==> config.mk <==
export PLATFORM = sky130hd
export DESIGN_NAME = pci_cfg_addr_gen
export DESIGN_NICKNAME = d
export VERILOG_FILES = /design/src/rtl/pcfg_pkg.sv /design/src/rtl/pcfg_route.sv /design/src/rtl/pcfg_lane.sv /design/src/rtl/pcfg_seq.sv /design/src/rtl/pci_cfg_addr_gen.sv
export SDC_FILE = /design/constraint.sdc
export NUM_CORES = 1
export LEC_CHECK = 0
export ABC_AREA = 1
export BUFFER_PORTS_ARGS = -buffer_cell sky130_fd_sc_hd__buf_2
export CAP_MARGIN = 20
export CORE_MARGIN = 8
export CORE_UTILIZATION = 39
export DETAILED_ROUTE_END_ITERATION = 12
export PLACE_DENSITY_LB_ADDON = 0.12
export SETUP_SLACK_MARGIN = 0.2
export SLEW_MARGIN = 25
export SYNTH_ARGS = -nofsm -noshare
export SYNTH_HDL_FRONTEND = slang
export SYNTH_SLANG_ARGS = --single-unit
export TNS_END_PERCENT = 5
==> constraint.sdc <==
create_clock -name clk -period 1.62 [get_ports clk]
set_input_delay 0.081 -clock clk [delete_from_list [all_inputs] [get_ports clk]]
set_output_delay 0.081 -clock clk [all_outputs]
set_load 0.02 [all_outputs]
==> src/rtl/pcfg_pkg.sv <==
package pcfg_pkg;

    localparam int BUS_W  = 8;
    localparam int DEV_W  = 5;
    localparam int FUNC_W = 3;
    localparam int OFF_W  = 8;
    localparam int SIZE_W = 3;
    localparam int WORD_W = 32;
    localparam int LANES  = WORD_W / 8;
    localparam int T0_BIT_BASE = 16;
    localparam int T0_DEV_LIMIT = WORD_W - T0_BIT_BASE;

    typedef enum logic [2:0] {
        ST_IDLE,
        ST_DEC,
        ST_RD,
        ST_WR,
        ST_FIN
    } pcfg_state_e;

    typedef struct packed {
        logic              write;
        logic [BUS_W-1:0]  bus;
        logic [DEV_W-1:0]  dev;
        logic [FUNC_W-1:0] func;
        logic [OFF_W-1:0]  off;
        logic [SIZE_W-1:0] size;
        logic [WORD_W-1:0] wdata;
    } pcfg_req_t;

    function automatic logic size_legal(input logic [SIZE_W-1:0] sz);
        return (sz == 3'd1) || (sz == 3'd2) || (sz == 3'd4);
    endfunction

    function automatic logic [LANES-1:0] lane_enables(input logic [SIZE_W-1:0] sz,
                                                      input logic [1:0] lane);
        logic [LANES-1:0] be;
        case (sz)
            3'd1:    be = 4'b0001 << lane;
            3'd2:    be = 4'b0011 << lane;
            default: be = 4'b1111;
        endcase
        return be;
    endfunction

endpackage

==> src/rtl/pcfg_route.sv <==
module pcfg_route
    import pcfg_pkg::*;
#(
    parameter logic [WORD_W-1:0] CFG_BASE  = 32'h0C00_0000,
    parameter int                SPLIT_BIT = 26,
    parameter logic [WORD_W-1:0] WIN_T0    = 32'h0000_0002,
    parameter logic [WORD_W-1:0] WIN_T1    = 32'h0000_0003
) (
    input  pcfg_req_t         req,
    input  logic              cardbus_mode,
    output logic              err,
    output logic [WORD_W-1:0] win_val,
    output logic [WORD_W-1:0] addr
);
    localparam logic [WORD_W-1:0] WIN_MASK = ~((WORD_W'(1) << SPLIT_BIT) - WORD_W'(1));

    logic              type0;
    logic [5:0]        sel_pos;
    logic [WORD_W-1:0] sel_bit;
    logic [WORD_W-1:0] low_part;

    always_comb begin
        type0    = (req.bus == '0);
        sel_pos  = 6'(req.dev) + 6'(T0_BIT_BASE);
        sel_bit  = WORD_W'(1) << sel_pos;
        low_part = (WORD_W'(req.func) << 8) | WORD_W'(req.off & 8'hFC);

        err = !size_legal(req.size)
            || (cardbus_mode && (req.dev != '0))
            || (type0 && (32'(req.dev) >= T0_DEV_LIMIT));

        if (type0) begin
            win_val = WIN_T0 | (sel_bit & WIN_MASK);
            addr    = CFG_BASE | (sel_bit & ~WIN_MASK) | low_part;
        end else begin
            win_val = WIN_T1;
            addr    = CFG_BASE | (WORD_W'(req.bus) << 16)
                    | (WORD_W'(req.dev) << 11) | low_part;
        end
    end
endmodule

==> src/rtl/pcfg_lane.sv <==
module pcfg_lane
    import pcfg_pkg::*;
(
    input  logic [SIZE_W-1:0] size,
    input  logic [1:0]        lane,
    input  logic [WORD_W-1:0] old_word,
    input  logic [WORD_W-1:0] new_data,
    output logic [WORD_W-1:0] rd_val,
    output logic [WORD_W-1:0] merged
);
    logic [WORD_W-1:0] down;
    logic [WORD_W-1:0] up;
    logic [LANES-1:0]  be;

    always_comb begin
        down = old_word >> {lane, 3'b000};
        case (size)
            3'd1:    rd_val = {24'd0, down[7:0]};
            3'd2:    rd_val = {16'd0, down[15:0]};
            default: rd_val = down;
        endcase
        up = (size == 3'd4) ? new_data : (new_data << {lane, 3'b000});
        be = lane_enables(size, lane);
    end

    for (genvar i = 0; i < LANES; i++) begin : g_lane
        assign merged[8*i +: 8] = be[i] ? up[8*i +: 8] : old_word[8*i +: 8];
    end
endmodule

==> src/rtl/pcfg_seq.sv <==
module pcfg_seq
    import pcfg_pkg::*;
(
    input  logic              clk,
    input  logic              rst,
    input  logic              req_valid,
    input  pcfg_req_t         req_in,
    output logic              req_ready,
    output pcfg_req_t         req_q,
    input  logic              route_err,
    input  logic [WORD_W-1:0] lane_rd,
    input  logic [WORD_W-1:0] lane_merged,
    output logic              win_we,
    output logic              mem_valid,
    output logic              mem_write,
    output logic [WORD_W-1:0] mem_wdata,
    input  logic              mem_ready,
    input  logic              mem_fault,
    output logic              done,
    output logic              done_err,
    output logic [WORD_W-1:0] done_rdata
);
    pcfg_state_e       state;
    logic [WORD_W-1:0] wbuf;
    logic              full_write;

    assign full_write = req_q.write && (req_q.size == 3'd4);
    assign req_ready  = (state == ST_IDLE);
    assign win_we     = (state == ST_DEC) && !route_err;
    assign mem_valid  = (state == ST_RD) || (state == ST_WR);
    assign mem_write  = (state == ST_WR);
    assign mem_wdata  = wbuf;
    assign done       = (state == ST_FIN);

    always_ff @(posedge clk) begin
        if (rst) begin
            state      <= ST_IDLE;
            req_q      <= '0;
            wbuf       <= '0;
            done_err   <= 1'b0;
            done_rdata <= '0;
        end else begin
            case (state)
                ST_IDLE: if (req_valid) begin
                    req_q      <= req_in;
                    done_err   <= 1'b0;
                    done_rdata <= '0;
                    state      <= ST_DEC;
                end
                ST_DEC: if (route_err) begin
                    done_err <= 1'b1;
                    state    <= ST_FIN;
                end else if (full_write) begin
                    wbuf  <= req_q.wdata;
                    state <= ST_WR;
                end else begin
                    state <= ST_RD;
                end
                ST_RD: if (mem_ready) begin
                    if (mem_fault) begin
                        done_err <= 1'b1;
                        state    <= ST_FIN;
                    end else if (req_q.write) begin
                        wbuf  <= lane_merged;
                        state <= ST_WR;
                    end else begin
                        done_rdata <= lane_rd;
                        state      <= ST_FIN;
                    end
                end
                ST_WR: if (mem_ready) begin
                    done_err <= mem_fault;
                    state    <= ST_FIN;
                end
                default: state <= ST_IDLE;
            endcase
        end
    end
endmodule

==> src/rtl/pci_cfg_addr_gen.sv <==
module pci_cfg_addr_gen
    import pcfg_pkg::*;
#(
    parameter logic [31:0] CFG_BASE  = 32'h0C00_0000,
    parameter int          SPLIT_BIT = 26,
    parameter logic [31:0] WIN_T0    = 32'h0000_0002,
    parameter logic [31:0] WIN_T1    = 32'h0000_0003
) (
    input  logic        clk,
    input  logic        rst,
    input  logic        cardbus_mode,
    input  logic        req_valid,
    output logic        req_ready,
    input  logic        req_write,
    input  logic [7:0]  req_bus,
    input  logic [4:0]  req_dev,
    input  logic [2:0]  req_func,
    input  logic [7:0]  req_off,
    input  logic [2:0]  req_size,
    input  logic [31:0] req_wdata,
    output logic        done,
    output logic        done_err,
    output logic [31:0] done_rdata,
    output logic        win_we,
    output logic [31:0] win_data,
    output logic        mem_valid,
    output logic        mem_write,
    output logic [31:0] mem_addr,
    output logic [31:0] mem_wdata,
    input  logic        mem_ready,
    input  logic [31:0] mem_rdata,
    input  logic        mem_fault
);
    pcfg_req_t         req_in;
    pcfg_req_t         req_q;
    logic              route_err;
    logic [WORD_W-1:0] lane_rd;
    logic [WORD_W-1:0] lane_merged;

    assign req_in = '{write: req_write, bus: req_bus, dev: req_dev, func: req_func,
                      off: req_off, size: req_size, wdata: req_wdata};

    pcfg_seq u_seq (
        .clk(clk), .rst(rst),
        .req_valid(req_valid), .req_in(req_in), .req_ready(req_ready), .req_q(req_q),
        .route_err(route_err), .lane_rd(lane_rd), .lane_merged(lane_merged),
        .win_we(win_we), .mem_valid(mem_valid), .mem_write(mem_write),
        .mem_wdata(mem_wdata), .mem_ready(mem_ready), .mem_fault(mem_fault),
        .done(done), .done_err(done_err), .done_rdata(done_rdata)
    );

    pcfg_route #(
        .CFG_BASE(CFG_BASE), .SPLIT_BIT(SPLIT_BIT), .WIN_T0(WIN_T0), .WIN_T1(WIN_T1)
    ) u_route (
        .req(req_q), .cardbus_mode(cardbus_mode),
        .err(route_err), .win_val(win_data), .addr(mem_addr)
    );

    pcfg_lane u_lane (
        .size(req_q.size), .lane(req_q.off[1:0]), .old_word(mem_rdata),
        .new_data(req_q.wdata), .rd_val(lane_rd), .merged(lane_merged)
    );
endmodule

==> results of run 1 <==
per-stage QoR:
stage / instances / setup slack [ns] / cell area [µm²]
after global placement: 1517 / -0.0449 / 8420
after floorplan: 1143 / 0.0962 / 7180
final: 1611 / -0.228 / 10000
after CTS: 1611 / -0.250 / 9870
after global routing: 1611 / -0.329 / 10000
after detailed placement: 1517 / -0.0650 / 8420
metal layers:
metal / up-vias / track usage / part of all wire
met1: 3584 / 0.292 / 0.43
li1: 4013 / - / -
met4: 0 / 0.0790 / 0.019
met2: 317 / 0.367 / 0.47
met5: - / 0 / 0
met3: 33 / 0.0584 / 0.087
sequential cells by signal, summed over array words and instances (netlist names):
register	cells
u_seq.req_q	60
u_seq.done_rdata	32
u_seq.mem_wdata	32
u_seq.state	3
u_seq.done_err	1
logic make-up after synthesis:
family / after synthesis
and+or+nand+nor: 507
AOI/OAI and AO/OA: 244
buffers and inverters: 231
DFF: 128
other: 2
timing repair:
| action | 4_1_cts | 5_1_grt |
|---|---|---|
| hold buffers | 61 | 0 |
| gates resized for setup | 61 | 70 |
| pin swaps | 5 | 2 |
| setup buffers | 2 | 0 |
| setup endpoints to repair | 107 | 144 |
| endpoints found under the hold margin | 62 | 0 |
report_power, final:
group          internal (W)  total (W)  switching (W)
logic               0.00197    0.00543        0.00346
registers           0.00372    0.00405       0.000332
clock network       0.00288    0.00434        0.00147
Yosys cell counts, types with 2 or more instances:
| cell | instances |
|---|---|
| a211oi_1 | 2 |
| a21oi_1 | 99 |
| a31oi_1 | 6 |
| buf_1 | 4 |
| buf_2 | 30 |
| buf_4 | 40 |
| buf_6 | 2 |
| clkbuf_1 | 31 |
| conb_1 | 2 |
| dfxtp_1 | 128 |
| inv_1 | 115 |
| inv_2 | 8 |
| nand2_1 | 272 |
| nand2_2 | 3 |
| nand3_1 | 70 |
| nand4_1 | 10 |
| nor2_1 | 127 |
| nor3_1 | 18 |
| o211ai_1 | 19 |
| o21ai_0 | 117 |
tightest hold or removal path, delay by kind of cell:
kind | cells | cell delay [ns]
AO/OA/AOI/OAI | 2 | 0.27
buffers and inverters | 1 | 0.07
final timing paths:
check                               start                         endpoint
max reg2reg  u_seq.req_q[34]$_SDFFE_PP0P_  u_seq.mem_wdata[5]$_SDFFE_PP0P_
min reg2reg  u_seq.req_q[28]$_SDFFE_PP0P_     u_seq.req_q[28]$_SDFFE_PP0P_
min                         req_wdata[16]     u_seq.req_q[16]$_SDFFE_PP0P_
max          u_seq.req_q[51]$_SDFFE_PP0P_                     mem_addr[20]
area by class of cell:
type / instances / area [µm²]
fillers: 1795 / 7740
clock inverters: 14 / 239
clock buffers: 17 / 425
flip-flops and latches: 128 / 2570
inverters: 124 / 478
well taps: 229 / 287
multi-input cells: 784 / 3750
repair buffers: 315 / 2280
==> out/summary.txt, run 1 <==
Hold slack -> 0.0360 ns
Area contributors post-synth -> dfxtp_1 (37%), nand2_1 (15%), o21ai_0 (8.4%), a21oi_1 (7.1%), nor2_1 (6.8%)
Drt pass-1 iters -> 6
Worst setup margin -> -0.228 ns
I/O pin count -> 232
Total routed wirelength -> 26000 µm
Maximum root-to-sink buffer count -> 2
Most frequent cells in the layout -> nand2_1 (264), buf_2 (175), dfxtp_1 (122), nor2_1 (111), inv_1 (110)
Drt initial violations -> 655
Worst clock skew -> 0.00695 ns
Final HPWL DP -> 19400 µm
Fmax -> 541 MHz
Die area -> 22500 µm²
Hold Path Depth -> 3
Mapped Area -> 7010 µm²
Power Total -> 0.0138 W
Largest net degree at the start of global routing -> 76
Final setup violation count -> 46
Final Hold Viols -> 0
Drt via density -> 4.93
Synth warn -> 0
Period utilization -> 1.14
Buf/Inv on CP -> 3
Ys async rst share -> 0
Cell mode on critical path -> nor2_2
Overflow left after global routing -> 0
ANT cells -> 0
Sequential element share of the synthesized area -> 0.366
H-tree levels -> 4
Reg2reg path depth -> 10
Worst skew pair latency -> 0.42 ns
First-pass GRT wire length -> 40200 µm
Failing checks -> negative setup slack
Vias in the first global route -> 7707
Compound-Gate Fraction of Synth Area -> 0.183
WL/cell -> 16.1 µm
Number of stages on the worst setup path -> 9
Layout Nets -> 1468
Synth Register Bits -> 128
Synth Area in Adders -> 0
Worst slew pin tran -> 0.518 ns
Post-synthesis mux area share -> 0
Placement Rows -> 49
Critical path data arrival time -> 1.77 ns
CTS Buf Count -> 17
Worst hold-check path type -> input pin to flop
Pwr dens -> 1380 nW/µm²
Layout cells sized above 1 -> 0.266
Total track usage -> 0.229
GPL Wtd Cong -> 0.903
Setup TNS -> -3.42 ns
CTS tree -> done
Top_reg_cell synth -> dfxtp_1
Fin crit period -> 1.85 ns
CORE AREA -> 17800 µm²
Post-synth EDFFs -> 0
Final max-slew violation count -> 0
I/O Buffers -> 198
Top cell type's share of synthesized area -> 0.366
Mean Syn Cell Area -> 6.30 µm²
Unique masters post-synth -> 29
R2r setup slk -> -0.06 ns
Slowest-stage cell, CP -> dfxtp_2
RSZ-0062 raised after global routing -> true
Clk root buf -> clkbuf_16
Type of the worst setup path -> flop to output pin
Crit-path leading delay family -> simple AND/OR/NAND/NOR gates
Slowest stage delay, CP -> 0.32 ns
Syn Inst Count -> 1112
Area Overhead vs Synth -> 43.3%
Die height -> 150 µm
Post-route ant nets -> 0
Initial antenna violation count -> 0
Critical path, cell by cell -> nor2_2 -> nand2_1 -> nor2_2 -> buf_4 -> inv_1 -> nor2_4 -> nand2_2 -> o21ai_4 -> buf_6
Die X -> 150 µm
Static leakage -> 4.94 nW
DR vias -> 7947
DRC -> 0
Area leader, netlist -> dfxtp_1
Peak supply drop -> 0.000782 V
Critical Path Fanout Max -> 3
Simple-gate share of the synthesized area -> 0.298
Xor/xnor cell area share of the yosys netlist -> 0
Critical path required time -> 1.54 ns
Final core occ -> 0.565
Startpoint Class -> flop
Status -> finished with violations
Most common cell after layout, fill and taps aside -> nand2_1
Clock slew at reported path FFs -> 0.06 ns
Clk sinks -> 128
Initial Utilization -> 0.394
Worst setup EP type -> output pin
Main combinational cell family by area after synthesis -> simple AND/OR/NAND/NOR gates
Max-slew headroom -> 0.654
Number of max-cap violations -> 0
Power figures use the tool's default switching activity.
==> inputs of run 2 (changes only) <==
--- a/config.mk
+++ b/config.mk
@@ -13,6 +13,7 @@
 export DETAILED_ROUTE_END_ITERATION = 12
 export PLACE_DENSITY_LB_ADDON = 0.12
 export SETUP_SLACK_MARGIN = 0.2
+export SKIP_LAST_GASP = 1
 export SLEW_MARGIN = 25
 export SYNTH_ARGS = -nofsm -noshare
 export SYNTH_HDL_FRONTEND = slang
==> run 2 against run 1 <==
  * The run still ends with negative setup slack left
  * Design area decreased by 2.3%
  * Sequential power is essentially flat
  * Hold slack worse by 0.014 ns
  * Cell count fell by 0.19%
  * Routed wire length is 1.3% lower
  * Non-clock buffer count decreased by 3
  * Register-to-register slack got worse by 0.06 ns
  * Count of clock-buffer cells in the layout stayed put
  * Clock skew barely moved
  * Setup slack better by 0.019 ns
  * Fmax rose by 1.0%
  * First-iteration DRC count down 8.4%
  * Critical endpoint unchanged
  * Largest cell class unchanged
  * Largest power group unchanged
==> out/summary.txt, run 2 (synthesis results as in run 1) <==
Status -> finished with violations
Failing checks -> negative setup slack
Total routed wirelength -> 25700 µm (-1.3%)
Critical path required time -> 1.54 ns (about the same)
Place WS -> -0.0650 ns (unchanged)
Fill count -> 1799 (+0.22%)
Clk sinks -> 128 (unchanged)
Pwr dens -> 1390 nW/µm² (+1.2%)
Worst clock skew -> 0.00724 ns (+0.000286 ns)
Clock power share -> 0.319 (+0.005)
Critical path, cell by cell -> nor2_2 -> nand2_1 -> nor2_2 -> buf_4 -> inv_2 -> nor2_4 -> nand2_2 -> o21ai_4 -> buf_6
CORE AREA -> 17800 µm² (unchanged)
Multi-input logic area -> 3620 µm² (-3.6%)
Cell mode on critical path -> nor2_2
GPL Wtd Cong -> 0.903 (unchanged)
Worst hold-check path type -> input pin to flop
Top reg by flops -> u_seq.req_q
WL/cell -> 16.0 µm (-1.2%)
Overflow left after global routing -> 0 (unchanged)
Static leakage -> 4.91 nW (-0.67%)
First-pass GRT wire length -> 39900 µm (-0.72%)
Clock slew at reported path FFs -> 0.06 ns (about the same)
Maximum root-to-sink buffer count -> 2 (unchanged)
Critical Path Fanout Max -> 3 (unchanged)
Fin crit period -> 1.83 ns (-0.0191 ns)
Number of max-cap violations -> 0 (unchanged)
Largest net degree at the start of global routing -> 76 (unchanged)
Combinational fraction of design power -> 0.386 (-0.007)
Layout Nets -> 1465 (-0.20%)
CTS tree -> done
Fmax -> 547 MHz (+1.0%)
Sequential power share -> 0.295 (+0.002)
Internal power -> 0.00849 W (-0.76%)
Sw frac -> 0.378 (-0.00256)
Largest register FFs -> 60 (unchanged)
H-tree levels -> 4 (unchanged)
Most common cell after layout, fill and taps aside -> nand2_1
GRT met2 Usage -> 0.361 (-0.00631)
Period utilization -> 1.13 (-0.0118)
Global routing usage on met3 -> 0.0596 (+0.00121)
I/O Buffers -> 198 (unchanged)
Vias in the first global route -> 7662 (-0.58%)
Initial Utilization -> 0.394 (unchanged)
Peak supply drop -> 0.000788 V (+0.68%)
Worst setup EP type -> output pin
Gr busiest metal -> met2
Sequential cell area -> 2570 µm² (-0.24%)
Final max-slew violation count -> 0 (unchanged)
Final core occ -> 0.552 (-0.0130)
Die X -> 150 µm (unchanged)
DRC -> 0 (unchanged)
Worst slew pin tran -> 0.503 ns (-0.0156 ns)
Startpoint Class -> flop
I/O pin count -> 232 (unchanged)
Final HPWL DP -> 19400 µm (unchanged)
Slowest stage delay, CP -> 0.32 ns (about the same)
Post-route ant nets -> 0 (unchanged)
CTS Buf Count -> 17 (unchanged)
Drt via density -> 4.91 (-0.54%)
Initial antenna violation count -> 0 (unchanged)
Placement Rows -> 49 (unchanged)
RSZ-0062 raised after global routing -> true
Type of the worst setup path -> flop to output pin
Met1 Track Usage GR -> 0.292 (-0.000728)
Drt pass-1 iters -> 5 (-1)
Switching Power -> 0.00517 W (-1.8%)
Worst skew pair latency -> 0.42 ns (about the same)
Slowest-stage cell, CP -> dfxtp_2
Setup TNS -> -5.92 ns (-2.50 ns)
Clk root buf -> clkbuf_16
Buf/Inv on CP -> 3 (unchanged)
Final Hold Viols -> 0 (unchanged)
Final setup violation count -> 66 (+43%)
Area Overhead vs Synth -> 40.0%
Worst setup margin -> -0.209 ns (+0.0191 ns)
Die area -> 22500 µm² (unchanged)
Die height -> 150 µm (unchanged)
Drt initial violations -> 600 (-8.4%)
Most frequent cells in the layout -> nand2_1 (266), buf_2 (189), dfxtp_1 (125), nor2_1 (122), inv_1 (113)
Layout cells sized above 1 -> 0.238 (-0.0284)
DR vias -> 7889 (-0.73%)
Max-slew headroom -> 0.664 (+0.0104)
Crit-path leading delay family -> simple AND/OR/NAND/NOR gates
ANT cells -> 0 (unchanged)
Critical path data arrival time -> 1.75 ns (-0.02 ns)
Total track usage -> 0.227 (-0.00134)
run 2: final timing paths:
kind	startpoint	cells past startpoint	to	slack, ns
max	u_seq.req_q[51]$_SDFFE_PP0P_	9	mem_addr[20]	-0.21
min	req_wdata[3]	3	u_seq.req_q[3]$_SDFFE_PP0P_	0.02
max reg2reg	u_seq.req_q[46]$_SDFFE_PP0P_	9	u_seq.mem_wdata[16]$_SDFFE_PP0P_	-0.12
min reg2reg	u_seq.req_q[28]$_SDFFE_PP0P_	2	u_seq.req_q[28]$_SDFFE_PP0P_	0.46
run 2: per-layer routing:
metal  share of wire  wire [µm]  vias up
met2            0.46      11800      322
met5               0          0        -
met1            0.43      11000     3521
met3           0.089       2280       42
li1                -          -     4004
met4           0.024        606        0
run 2: worst reg2reg max path: stages (launching register included):
cell     delay, ns
dfxtp_1       0.31
nor2_1        0.19
nand3_1       0.17
nand2_1       0.14
nand3_1       0.10
nand2_2       0.10
nand4_4       0.20
buf_12        0.24
nor2_1        0.14
nor2_1        0.05
run 2: metrics by stage:
| step | instances | total power (W) | area [µm²] | hold slack [ns] |
|---|---|---|---|---|
| 2_1_floorplan | 1143 | 0.00740 | 7180 | 0.226 |
| 3_3_place_gp | 1517 | 0.00902 | 8420 | 0.334 |
| 3_5_place_dp | 1517 | 0.00905 | 8420 | 0.337 |
| 4_1_cts | 1607 | 0.0136 | 9730 | 0.0105 |
| 5_1_grt | 1608 | 0.0145 | 9810 | 0.0376 |
| 6_report | 1608 | 0.0137 | 9810 | 0.0224 |
run 2: layout make-up:
cell class,instances,area share
clock buffer,17,0.0434
clock inverter,14,0.0244
inverter,124,0.0475
multi-input combinational,784,0.369
sequential,128,0.262
tap,229,0.0292
timing repair buffer,312,0.225
run 2: timing repair:
item,CTS,global route
hold buffers,57,0
setup buffers,2,1
endpoints found under the hold margin,58,0
endpoints found under the setup margin,107,153
gates resized for setup,21,23
pin swaps,4,4
run 2: power groups by stage:
stage,registers (W),logic (W),clock network [W]
floorplan,0.00438,0.00302,0
global placement,0.00408,0.00494,0
detailed placement,0.00409,0.00496,0
CTS,0.00403,0.00517,0.00442
global route,0.00411,0.00587,0.00457
finish,0.00403,0.00528,0.00435
==> inputs of run 3 (changes only) <==
--- a/config.mk
+++ b/config.mk
@@ -11,7 +11,6 @@
 export CORE_MARGIN = 8
 export CORE_UTILIZATION = 39
 export DETAILED_ROUTE_END_ITERATION = 12
-export PLACE_DENSITY_LB_ADDON = 0.12
 export SETUP_SLACK_MARGIN = 0.2
 export SKIP_LAST_GASP = 1
 export SLEW_MARGIN = 25
==> run 3 against run 2 <==
  * The run still ends with negative setup slack left
  * Fmax fell by 2.5%
  * Largest power group unchanged
  * Die area did not move
  * Critical endpoint is now mem_addr[19]
  * Clock skew rose by 0.0023 ns
  * Sequential cell count did not move
  * First-iteration DRC count rose by 1.8%
  * Count of clock-buffer cells in the layout rose by 2
  * Power fell by 0.61%
  * Register-to-register slack improved by 0.04 ns
  * Combinational power fell by 3%
  * Highest routed layer unchanged
  * Non-clock buffer count fell by 2
==> out/summary.txt, run 3 (synthesis results as in run 1) <==
Status -> finished with violations
Failing checks -> negative setup slack
CTS tree -> done
Fin area -> 9700 µm² (-1.1%)
Area Overhead vs Synth -> 38.5%
First-pass GRT wire length -> 39300 µm (-1.7%)
I/O Buffers -> 198 (unchanged)
Post-route ant nets -> 0 (unchanged)
DR top layer -> met4
Largest net degree at the start of global routing -> 65 (-14%)
Placement Cell Area -> 8330 µm² (-1.0%)
Layout cells sized above 1 -> 0.233 (-0.00491)
Most common cell after layout, fill and taps aside -> nand2_1
Clk root buf -> clkbuf_16
Final Hold Viols -> 0 (unchanged)
Inst Count DP -> 1512 (-0.33%)
Slowest-stage cell, CP -> dfxtp_2
Critical path, cell by cell -> nor2_2 -> nand2_2 -> nor2_4 -> buf_6 -> nand4_1 -> o21ai_1 -> buf_4
Hold Path Depth -> 3 (unchanged)
Worst setup margin -> -0.256 ns (-0.0474 ns)
Worst setup EP type -> output pin
Pwr dens -> 1400 nW/µm² (+0.45%)
Startpoint Class -> flop
Placement Rows -> 49 (unchanged)
Initial Utilization -> 0.394 (unchanged)
Type of the worst setup path -> flop to output pin
Critical Path Fanout Max -> 5 (+2)
Number of stages on the worst setup path -> 7 (-2)
Number of max-cap violations -> 0 (unchanged)
Buf/Inv on CP -> 2 (-1)
Critical path data arrival time -> 1.79 ns (+0.04 ns)
Met3 WL -> 2230 µm (-2.3%)
Drt via density -> 4.95 (+0.89%)
Layout Nets -> 1463 (-0.14%)
Peak supply drop -> 0.000857 V (+8.7%)
WL met1 -> 11200 µm (+1.6%)
H-tree levels -> 4 (unchanged)
Clk sinks -> 128 (unchanged)
Multi-input logic area -> 3580 µm² (-1.0%)
I/O pin count -> 232 (unchanged)
Die height -> 150 µm (unchanged)
Worst clock skew -> 0.00956 ns (+0.00233 ns)
CORE AREA -> 17800 µm² (unchanged)
Sequential cell area -> 2570 µm² (unchanged)
Most frequent cells in the layout -> nand2_1 (266), buf_2 (189), dfxtp_1 (125), nor2_1 (121), inv_1 (113)
Vias in the first global route -> 7556 (-1.4%)
Largest register FFs -> 60 (unchanged)
RSZ-0062 raised after global routing -> true
WL/cell -> 15.9 µm (-0.42%)
Initial antenna violation count -> 0 (unchanged)
Maximum root-to-sink buffer count -> 2 (unchanged)
Final max-slew violation count -> 0 (unchanged)
DR vias -> 7954 (+0.82%)
Drt pass-1 iters -> 5 (unchanged)
Finished Layout Cells -> 1607 (-0.062%)
Total track usage -> 0.220 (-0.00745)
DRC -> 0 (unchanged)
GPL Wtd Cong -> 0.899 (-0.45%)
Final setup violation count -> 72 (+9.1%)
Critical path origin -> u_seq.req_q[56]$_SDFFE_PP0P_
ANT cells -> 0 (unchanged)
Period utilization -> 1.16 (+0.0293)
Reg-to-Reg Start -> u_seq.req_q[46]$_SDFFE_PP0P_
Critical path required time -> 1.54 ns (about the same)
Worst hold-check path type -> input pin to flop
Top reg by flops -> u_seq.req_q
Total routed wirelength -> 25500 µm (-0.48%)
Hold Path Sink -> u_seq.req_q[19]$_SDFFE_PP0P_
Die X -> 150 µm (unchanged)
Worst R2R End -> u_seq.mem_wdata[18]$_SDFFE_PP0P_
Fmax -> 533 MHz (-2.5%)
Static leakage -> 4.87 nW (-0.95%)
CTS Buf Count -> 17 (unchanged)
R2r setup slk -> -0.08 ns (+0.04 ns)
Hold slack -> 0.0311 ns (+0.00872 ns)
Hold wc startpoint -> req_wdata[19]
Die area -> 22500 µm² (unchanged)
Worst skew pair latency -> 0.43 ns (about the same)
Crit-path leading delay family -> simple AND/OR/NAND/NOR gates
Met2 Wirelength -> 11500 µm (-2.1%)
Final HPWL DP -> 19100 µm (-1.7%)
Slowest stage delay, CP -> 0.33 ns (about the same)
Reg2reg path depth -> 9 (unchanged)
Fill count -> 1750 (-2.7%)
Clock slew at reported path FFs -> 0.06 ns (about the same)
Drt initial violations -> 611 (+1.8%)
Fin crit period -> 1.88 ns (+0.0474 ns)
Overflow left after global routing -> 0 (unchanged)
==> run 3: changes by cell type in the layout (fill, tap and decap cells not counted), sizes merged <==
| cell | delta |
|---|---|
| clkbuf | +2 |
| dlygate4sd3 | +2 |
| clkinv | -1 |
| buf | -4 |
==> run 3: worst max-delay path by stage <==
| stage | to |
|---|---|
| final | mem_addr[19] |
| after detailed placement | u_seq.done_rdata[22]$_SDFFE_PP0P_ |
| after floorplan | win_data[29] |
| after global routing | mem_addr[19] |
| after CTS | mem_addr[19] |
| after global placement | u_seq.done_rdata[1]$_SDFFE_PP0P_ |
==> run 3: per-stage QoR <==
step / setup TNS [ns] / utilization / setup slack, ns / power, W
3_3_place_gp: 0 / 0.468 / 0.0139 / 0.00890
4_1_cts: -2.52 / 0.544 / -0.174 / 0.0136
5_1_grt: -14.69 / 0.546 / -0.311 / 0.0144
6_report: -4.44 / 0.546 / -0.256 / 0.0136
2_1_floorplan: 0 / - / 0.0962 / 0.00740
3_5_place_dp: -0.0195 / 0.468 / -0.00786 / 0.00893
==> run 3: final cells by class <==
cell class              instances  share of cell area
clock inverters                13              0.0241
flip-flops and latches        128               0.264
repair buffers                310               0.219
multi-input cells             784               0.369
well taps                     229              0.0295
inverters                     124              0.0480
clock buffers                  19              0.0456
==> run 3: layer usage <==
metal  up-vias  GRT usage
met5         -          0
met4         0     0.0855
met3        45     0.0511
met2       338      0.351
met1      3575      0.282
li1       3996          -
==> run 3: repair_timing <==
item,CTS,global route
endpoints found under the hold margin,60,0
endpoints found under the setup margin,103,128
hold buffers,59,0
pin swaps,5,5
gates resized for setup,16,15
setup buffers,4,0
==> run 3: worst min-delay path, cell delays in order <==
cell and delay (ns):
buf_2 0.07, o21ai_0 0.13, a21oi_1 0.14
==> run 3: report_power, final <==
part / switching (W) / internal (W)
combinational: 0.00331 / 0.00181
clock: 0.00150 / 0.00293
sequential: 0.000312 / 0.00371
total: 0.00512 / 0.00846
